### src/rtl/baud_tick_gen.sv
`timescale 1ns/1ps
module baud_tick_gen #(
  parameter int DIV_W    = 8,
  parameter int PSEL_W   = 2,
  parameter int PRE_STEP = 2
) (
  input  logic                    clk,
  input  logic                    rst_n,
  input  logic [1:0]              clk_src,
  input  logic [DIV_W+PSEL_W-1:0] baud_cfg,
  input  logic                    cfg_wr,
  input  logic                    ext_clk,
  output logic                    tick
);
  localparam int CFG_W = DIV_W + PSEL_W;
  localparam int PRE_W = PRE_STEP * ((1 << PSEL_W) - 1);

  logic [2:0]        ext_sync;
  logic              ext_edge;
  logic              half;
  logic              base_en;
  logic [PSEL_W-1:0] psel;
  logic [DIV_W-1:0]  div;
  logic [DIV_W-1:0]  div_last;
  logic [PRE_W:0]    pre_full;
  logic [PRE_W-1:0]  pre_lim;
  logic [PRE_W-1:0]  pcnt;
  logic [DIV_W-1:0]  dcnt;
  logic              pre_end;
  logic              gen_tick;

  always_ff @(posedge clk) begin
    if (!rst_n) ext_sync <= '0;
    else        ext_sync <= {ext_sync[1:0], ext_clk};
  end

  assign ext_edge = ext_sync[1] & ~ext_sync[2];

  always_ff @(posedge clk) begin
    if (!rst_n || cfg_wr) half <= 1'b0;
    else                  half <= ~half;
  end

  assign base_en  = clk_src[1] ? ext_edge : half;
  assign psel     = baud_cfg[CFG_W-1:DIV_W];
  assign div      = baud_cfg[DIV_W-1:0];
  assign div_last = (div == '0) ? '0 : DIV_W'(div - DIV_W'(1));
  assign pre_full = (PRE_W+1)'(1) << (PRE_STEP * psel);
  assign pre_lim  = PRE_W'(pre_full - (PRE_W+1)'(1));
  assign pre_end  = base_en && (pcnt == pre_lim);

  always_ff @(posedge clk) begin
    if (!rst_n) begin
      pcnt <= '0;
      dcnt <= '0;
    end else if (cfg_wr) begin
      pcnt <= '0;
      dcnt <= div_last;
    end else if (base_en) begin
      if (pcnt == pre_lim) begin
        pcnt <= '0;
        dcnt <= (dcnt == '0) ? div_last : DIV_W'(dcnt - DIV_W'(1));
      end else begin
        pcnt <= PRE_W'(pcnt + PRE_W'(1));
      end
    end
  end

  assign gen_tick = pre_end && (dcnt == '0) && !cfg_wr;
  assign tick     = clk_src[0] ? gen_tick : base_en;
endmodule

### config.mk
export PLATFORM = sky130hd
export DESIGN_NAME = baud_tick_gen
export DESIGN_NICKNAME = d
export VERILOG_FILES = /design/src/rtl/baud_tick_gen.sv
export SDC_FILE = /design/constraint.sdc
export NUM_CORES = 1
export LEC_CHECK = 0
export CAP_MARGIN = 20
export CORE_MARGIN = 5
export CORE_UTILIZATION = 40
export CTS_CLUSTER_SIZE = 24
export DETAILED_ROUTE_END_ITERATION = 10
export PLACE_DENSITY = 0.65
export REMOVE_ABC_BUFFERS = 1
export SETUP_SLACK_MARGIN = 0.15
export SYNTH_ARGS = -nofsm -noshare
export SYNTH_HDL_FRONTEND = slang
export SYNTH_SLANG_ARGS = --single-unit
### constraint.sdc
create_clock -name clk -period 4.59 [get_ports clk]
set_clock_uncertainty 0.2 [all_clocks]
set_input_delay 1.377 -clock clk [delete_from_list [all_inputs] [get_ports clk]]
set_output_delay 1.377 -clock clk [all_outputs]
set_load 0.03 [all_outputs]
Yosys cells after proc, flatten, opt, wreduce, memory -nomap -nowiden
Cells that the tools add are included.
{ "classes": {"reduce_logical": 12, "add_sub_neg": 4, "bitwise": 4, "n_shift": 1, "eq_ne": 1, "muxes": 8} }
{ "op_table": {"columns": ["cell", "n"], "rows": [
  ["8-bit 2-to-1 mux", 5],
  ["8-bit zero test", 2],
  ["8-bit by 1-bit subtractor with 8-bit output (second input constant)", 2],
  ["6-bit by 1-bit adder with 6-bit output (second input constant)", 1],
  ["6-bit == test", 1],
  ["6-bit 2-to-1 mux", 1],
  ["1-bit by 3-bit left shift with 6-bit output (first input constant)", 1],
  ["6-bit by 1-bit subtractor with 6-bit output (second input constant)", 1],
  ["2-bit nonzero test", 2],
  ["1-bit logical AND", 3],
  ["1-bit inverter", 3],
  ["1-bit zero test", 2],
  ["1-bit 2-to-1 mux", 2],
  ["2-bit AND reduction", 1],
  ["2-bit OR reduction", 1],
  ["1-bit bitwise AND", 1],
  ["1-bit logical OR", 1]
]} }
{ "word_totals": {"elab_cells": 34, "output_inout_bits": 1, "ff_bits": 18} }

Depth between registers and ports, before layout
Gate-level depths: netlist of the first run.
{ "logic_depth": {"depth_word": 7, "ltp_mapped": 7, "mapped_depth_nobuf": 7} }

Least setup slack after synthesis of the first run
Ideal clock, no wire load.
{ "synth_timing": {"path_kind": "input to output", "start": "input port baud_cfg[8]", "end": "output port tick", "arrival_ps": 2560, "setup_slack_ps": 453, "stages": 4, "cell_sequence": "or4_1 -> nand2_1 -> o2111ai_1 -> a21oi_1"} }
{ "synth_between": {"elab_chain_cells": 7} }
{ "synth_lines": {"columns": ["element", "line_no", "source"], "rows": [
  ["from (decl)", "10", "input logic [DIV_W+PSEL_W-1:0] baud_cfg,"],
  ["1-bit by 3-bit left shift with 6-bit output", "48", "assign pre_full = (PRE_W+1)'(1) << (PRE_STEP * psel);"],
  ["6-bit by 1-bit subtractor with 6-bit output", "49", "assign pre_lim = PRE_W'(pre_full - (PRE_W+1)'(1));"],
  ["6-bit == test", "50", "assign pre_end = base_en && (pcnt == pre_lim);"],
  ["1-bit logical AND", "50", null],
  ["1-bit logical AND (2 in series)", "69", "assign gen_tick = pre_end && (dcnt == '0) && !cfg_wr;"],
  ["1-bit 2-to-1 mux", "70", "assign tick = clk_src[0] ? gen_tick : base_en;"],
  ["to (decl)", "13", "output logic tick"]
]} }
Every way passes these cells.

Worst setup path in the final report of the first run
{ "layout_timing": {"start": "input port cfg_wr", "end": "output port tick"} }
{ "layout_between": {"elab_chain_cells": 3} }
{ "layout_lines": {"columns": ["element", "line_no", "source"], "rows": [
  ["from (decl)", "11", "input logic cfg_wr,"],
  ["1-bit zero test", "69", null],
  ["1-bit logical AND", "69", null],
  ["1-bit 2-to-1 mux", "70", null]
]} }
Every way passes these cells.

==> results of run 1 <==
-- layout by cell type (no fill, tap or decap), types with 4 or more instances in the layout --
cell / count
dfxtp_1: 18
nor2_1: 15
clkdlybuf4s50_1: 13
nand2_1: 10
inv_1: 7
xnor2_1: 7
a21oi_1: 5
o22ai_1: 5
ha_1: 5
nand3_1: 4
nor3_1: 4
-- report_power, final --
group,total (uW),switching [uW],internal (uW),leakage [uW]
Clock,102,53.9,48.4,0.0000210
Combinational,123,60.7,61.9,0.000391
Sequential,178,12.7,166,0.000147
-- synth_stat cells (all sizes together), types with 2 or more instances --
| cell | n |
|---|---|
| a211oi | 2 |
| a21oi | 6 |
| a2bb2oi | 2 |
| a31o | 2 |
| and2 | 4 |
| and3 | 2 |
| buf | 2 |
| dfxtp | 18 |
| ha | 5 |
| inv | 7 |
| nand2 | 10 |
| nand3 | 4 |
| nor2 | 16 |
| nor2b | 3 |
| nor3 | 5 |
| nor4b | 2 |
| o21ai | 2 |
| o22a | 2 |
| o22ai | 5 |
| o31ai | 2 |
| o32a | 2 |
| or2 | 2 |
| or3 | 3 |
| or4 | 3 |
| xnor2 | 7 |
| xor2 | 3 |
-- sequential cells by signal (all words and copies together), names as in the netlist --
| signal | count |
|---|---|
| dcnt | 8 |
| pcnt | 6 |
| ext_sync | 3 |
| half | 1 |
-- area by class of cell --
class / instances / share of cell area (%)
timing repair buffer: 17 / 11.5
tap: 33 / 2.85
sequential: 18 / 24.9
inverter: 7 / 1.81
multi-input combinational: 112 / 56.5
clock buffer: 4 / 2.50
-- per-stage QoR --
step | hold WS (ns) | worst slack (ns) | cells | total power [uW]
finish | 0.218 | 0.298 | 191 | 403
global route | 0.243 | 0.235 | 191 | 427
CTS | 0.222 | 0.168 | 191 | 405
detailed placement | 0.206 | 0.131 | 187 | 305
global placement | 0.195 | 0.181 | 187 | 302
floorplan | 0.184 | 0.453 | 137 | 264
-- metal layers --
metal	GRT usage, %	up-vias
met3	2.74	3
met1	15.8	523
li1	-	550
met5	0	-
met4	3.11	0
met2	24.7	27
-- worst paths after layout --
check / endpoint / cells after the start
setup / recovery: tick / 5
hold reg to reg: half / 1
hold / removal: half / 1
setup reg to reg: dcnt[4] / 7
-- logic make-up after synthesis --
group | after synthesis | synth area share, %
buffers and inverters | 10 | 3.78
AND/OR/NAND/NOR | 61 | 30.9
AO/OA/AOI/OAI | 35 | 22.9
XOR/XNOR | 10 | 7.15
multiplexers | 1 | 0.817
flip-flops | 18 | 29.4
adder cells (fa/ha/maj) | 5 | 5.11
-- repair_timing --
item,CTS,global route
endpoints found under the hold margin,0,0
buffers inserted,0,0
pin swaps,1,1
hold buffers,0,0
gates resized for setup,1,1
endpoints found under the setup margin,1,1
==> flow_metrics.py, run 1 <==
metrics = {
    "outcome": {
        "status": "finished clean",
    },
    "drt": {
        "met1Wirelength_mm": 1.23,
        "vias": 1103,
        "ant_nets": 0,
        "routed_wl_mm": 2.75,
        "detail_route.vias_per_cell": 5.77,
        "highest_layer": "met4",
        "route.met3.wl_um": 117,
        "avgRoutedWirePerCell_um": 14.4,
        "wl_met2_mm": 1.39,
        "dr.pass1.iters": 4,
        "drtIter0Drc": 46,
        "drc": 0,
    },
    "floorplan": {
        "dieArea_sq_um": 4270,
        "core_area_sq_um": 3000,
        "io_pins": 17,
        "start_util_pct": 40.8,
        "die_x_um": 65.3,
        "row_count": 20,
        "die_h_um": 65.3,
    },
    "place": {
        "dp_hpwl_mm": 2.23,
        "gp_congestion": 0.898,
        "placed_area_sq_um": 1410,
        "io_buffers": 16,
    },
    "worst_setup_path": {
        "worst-path-buf-inv": 2,
        "critPathKind": "input pin to primary output",
        "rrSetupSlack_ns": 2.46,
        "path_max_fanout": 2,
        "cp-startpoint": "cfg_wr",
        "r2r_start": "dcnt[0]",
        "end_kind": "primary output",
        "critPathMaxStageDelay_ns": 0.45,
        "cp_cell_sequence": "clkdlybuf4s50_1, nor4b_1, o2111ai_1, a21oi_1, buf_4",
        "worst_setup_path_start_kind": "input pin",
        "arrival_ns": 2.72,
        "required_ns": 3.01,
        "critPathTopFamily": "buffers and inverters",
        "crit_slowest_cell": "clkdlybuf4s50_1",
    },
    "hold_path": {
        "min_path_type": "flip-flop to flip-flop",
        "hp-start": "half",
    },
    "global_routing": {
        "grtUsageTotal_pct": 13.4,
        "antenna_found_initial": 0,
        "gr-total-overflow": 0,
        "grt_max_degree": 12,
        "grt_pass1_vias": 1084,
        "grt_pass1_wl_mm": 4.52,
    },
    "flow_run": {
        "maxCapViolCount": 0,
    },
    "finish": {
        "num-nets-final": 180,
        "nFillCells": 304,
        "design_area_sq_um": 1450,
        "syn2layout_area_growth_pct": 18.3,
        "fin_util_pct": 48.3,
        "drive_gt1_share_pct": 15.2,
        "antenna_cells": 0,
        "multiInputGateArea_sq_um": 818,
        "seqCellArea_sq_um": 360,
    },
    "synthesis": {
        "ys.flop_type": "dfxtp_1",
        "synth_area_sq_um": 1220,
        "yosysWarnings": 0,
        "synth-edff-count": 0,
        "yosys-top-cells-area": "dfxtp_1 (29%), ha_1 (5.1%), xnor2_1 (5.0%), nor2_1 (4.6%), nand2_1 (3.1%)",
        "async_flop_share_pct": 0,
        "ys_seq_elements": 18,
        "yosys.cell_types.count": 57,
        "synthCells": 140,
        "syn_avg_cell_area_sq_um": 8.75,
        "synth_top_cell_area_share_pct": 29.4,
        "synth_top_area_cell": "dfxtp_1",
        "ys_seq_area_share_pct": 29.4,
    },
    "clock_network": {
        "clk_latency_ns": 0.30,
        "clk_pin_slew_ns": 0.11,
        "clock-sinks": 18,
        "clockBufferDepth": 2,
        "cts_made_buffers": 3,
        "cts_tree": "built",
        "cts_root_buf": "clkbuf_4",
        "htree_levels": 1,
    },
    "timing": {
        "drv_slew": 0,
        "hold_viol": 0,
        "worstMarginPinSlew_ns": 0.490,
        "rsz0062_at_grt": "no",
        "tns_ns": 0,
        "slew_headroom_pct": 67.2,
        "period_share_pct": 93.5,
        "finalCriticalPeriod_ns": 4.29,
        "clock.fmax_mhz": 233,
        "setup_violations": 0,
    },
    "pwr": {
        "powerDensity_nw_per_um2": 278,
        "p_leak_uw": 0.000559,
        "max-vdd-ir-drop_uv": 112,
    },
}
Power figures use the tool's default switching activity.
==> inputs of run 2 (changes only) <==
Settings changed: CORE_ASPECT_RATIO set to 0.8.
==> run 2 against run 1 <==
Against the previous run:
- die area grew 0.15%
- sequential power about the same
- clock power grew 5%
- clock-buffer cell count is 1 lower
- core utilization grew 0.092 points
- non-clock buffer count stayed put
- maximum frequency rose by 1.2%
- wire length decreased by 0.29%
- sequential share of layout area fell by 0.17 points
- via count down 2.0%
- hold slack worse by 0.014 ns
- global-route usage grew 0.64 points
- critical endpoint unchanged
- highest routed layer unchanged
==> flow_metrics.py, run 2 (same netlist as run 1, synthesis figures left out) <==
metrics = {
    "outcome": {
        "status": "finished clean",
    },
    "finish": {
        "largest_reg_flops": 8,
        "final_common_cell": "dfxtp_1",
        "num-nets-final": 180,
        "largest-register": "dcnt",
        "syn2layout_area_growth_pct": 19.1,
        "drive_gt1_share_pct": 14.6,
        "design_area_sq_um": 1460,
        "seqCellArea_sq_um": 360,
        "multiInputGateArea_sq_um": 818,
        "reg_top3": "dcnt: 8 flops, pcnt: 6 flops, ext_sync: 3 flops",
        "antenna_cells": 0,
        "nFillCells": 299,
        "most-common-layout-cells": "dfxtp_1 (18), nor2_1 (15), clkdlybuf4s50_1 (13), nand2_1 (10)",
    },
    "worst_setup_path": {
        "path_max_fanout": 4,
        "critPathKind": "input pin to primary output",
        "critPathTopFamily": "simple AND/OR/NAND/NOR gates",
        "required_ns": 3.01,
        "end_kind": "primary output",
        "cp-startpoint": "baud_cfg[8]",
        "arrival_ns": 2.66,
        "critPathMaxStageDelay_ns": 0.47,
        "crit_slowest_cell": "or4_1",
        "worst-path-buf-inv": 2,
        "cp_cell_sequence": "dlygate4sd2_1, or4_1, nand2_1, o2111ai_1, a21oi_1, buf_4",
        "worst_setup_path_start_kind": "input pin",
        "r2r_start": "dcnt[0]",
    },
    "timing": {
        "tns_ns": 0,
        "timing.final.ws_setup_ns": 0.350,
        "setup_violations": 0,
        "clock.fmax_mhz": 236,
        "rsz0062_at_grt": "no",
        "finalCriticalPeriod_ns": 4.24,
        "hold_viol": 0,
        "worstMarginPinSlew_ns": 0.461,
        "period_share_pct": 92.4,
        "drv_slew": 0,
        "holdWs_ns": 0.204,
        "slew_headroom_pct": 69.0,
    },
    "floorplan": {
        "io_pins": 17,
        "row_count": 18,
        "die_x_um": 71.9,
        "start_util_pct": 40.6,
        "core_area_sq_um": 3020,
        "die_h_um": 59.5,
        "dieArea_sq_um": 4280,
    },
    "hold_path": {
        "hp-start": "half",
        "min_path_type": "flip-flop to flip-flop",
    },
    "clock_network": {
        "cts_setup_buffers": 0,
        "holdBufCountCts": 0,
        "cts_root_buf": "clkbuf_8",
        "clock-sinks": 18,
        "htree_levels": 1,
        "clk_pin_slew_ns": 0.06,
        "clk_latency_ns": 0.25,
        "cts_tree": "built",
        "cts_made_buffers": 3,
        "clockBufferDepth": 2,
    },
    "drt": {
        "routed_wl_mm": 2.74,
        "dr.pass1.iters": 4,
        "vias": 1081,
        "detail_route.vias_per_cell": 5.49,
        "drc": 0,
        "ant_nets": 0,
        "avgRoutedWirePerCell_um": 13.9,
        "drtIter0Drc": 48,
    },
    "global_routing": {
        "grtUsageTotal_pct": 14.0,
        "grt_pass1_wl_mm": 4.66,
        "gr-total-overflow": 0,
        "antenna_found_initial": 0,
        "grt_max_degree": 12,
        "grt_pass1_vias": 1036,
    },
    "place": {
        "pre_cts_ws_ns": 0.131,
        "dp_hpwl_mm": 2.21,
        "gp_congestion": 0.835,
        "placed_area_sq_um": 1420,
        "io_buffers": 16,
    },
    "pwr": {
        "p_leak_uw": 0.000552,
        "max-vdd-ir-drop_uv": 246,
        "powerDensity_nw_per_um2": 280,
    },
    "flow_run": {
        "maxCapViolCount": 0,
    },
}
-- run 2: changes by cell type in the layout (fill, tap and decap cells not counted) --
cell	change
dlygate4sd2_1	+1
clkbuf_8	+2
clkbuf_4	-3
dlymetal6s2s_1	-1
-- run 2: path summary, 6_finish.rpt --
path                            depth (start not counted)  slack (ns)       to
worst min register to register                          1        0.20     half
worst max-delay path                                    6        0.35     tick
worst max register to register                          7        2.45  dcnt[4]
worst min-delay path                                    1        0.20     half
-- run 2: area by class of cell --
class,count,share of cell area [%]
clock buffer,3,2.83
inverter,7,1.80
multi-input combinational,112,56.1
sequential,18,24.7
tap,40,3.43
timing repair buffer,17,11.1
-- run 2: report_power, final --
| part | total (uW) | internal, uW | leakage (uW) | switching [uW] |
|---|---|---|---|---|
| logic | 123 | 61.8 | 0.000383 | 61.5 |
| clock network | 107 | 58.2 | 0.0000216 | 48.7 |
| registers | 179 | 166 | 0.000147 | 13.2 |
-- run 2: repair_timing --
action | 4_1_cts | 5_1_grt
setup endpoints to repair | 1 | 0
resized for setup | 2 | 0
endpoints found under the hold margin | 0 | 0
-- run 2: layer usage --
layer	vias up	track usage, %	share of wire [%]
li1	546	-	-
met1	509	17.9	46
met2	24	23.6	47
met3	2	4.07	5.5
met4	0	3.22	0.69
met5	-	0	0
-- run 2: per-stage QoR --
step | instances | util [%] | total power [uW]
6_report | 197 | 48.3 | 409
5_1_grt | 197 | 48.3 | 436
4_1_cts | 197 | 48.3 | 413
3_5_place_dp | 194 | 47.1 | 305
3_3_place_gp | 194 | 47.1 | 302
2_1_floorplan | 137 | - | 264
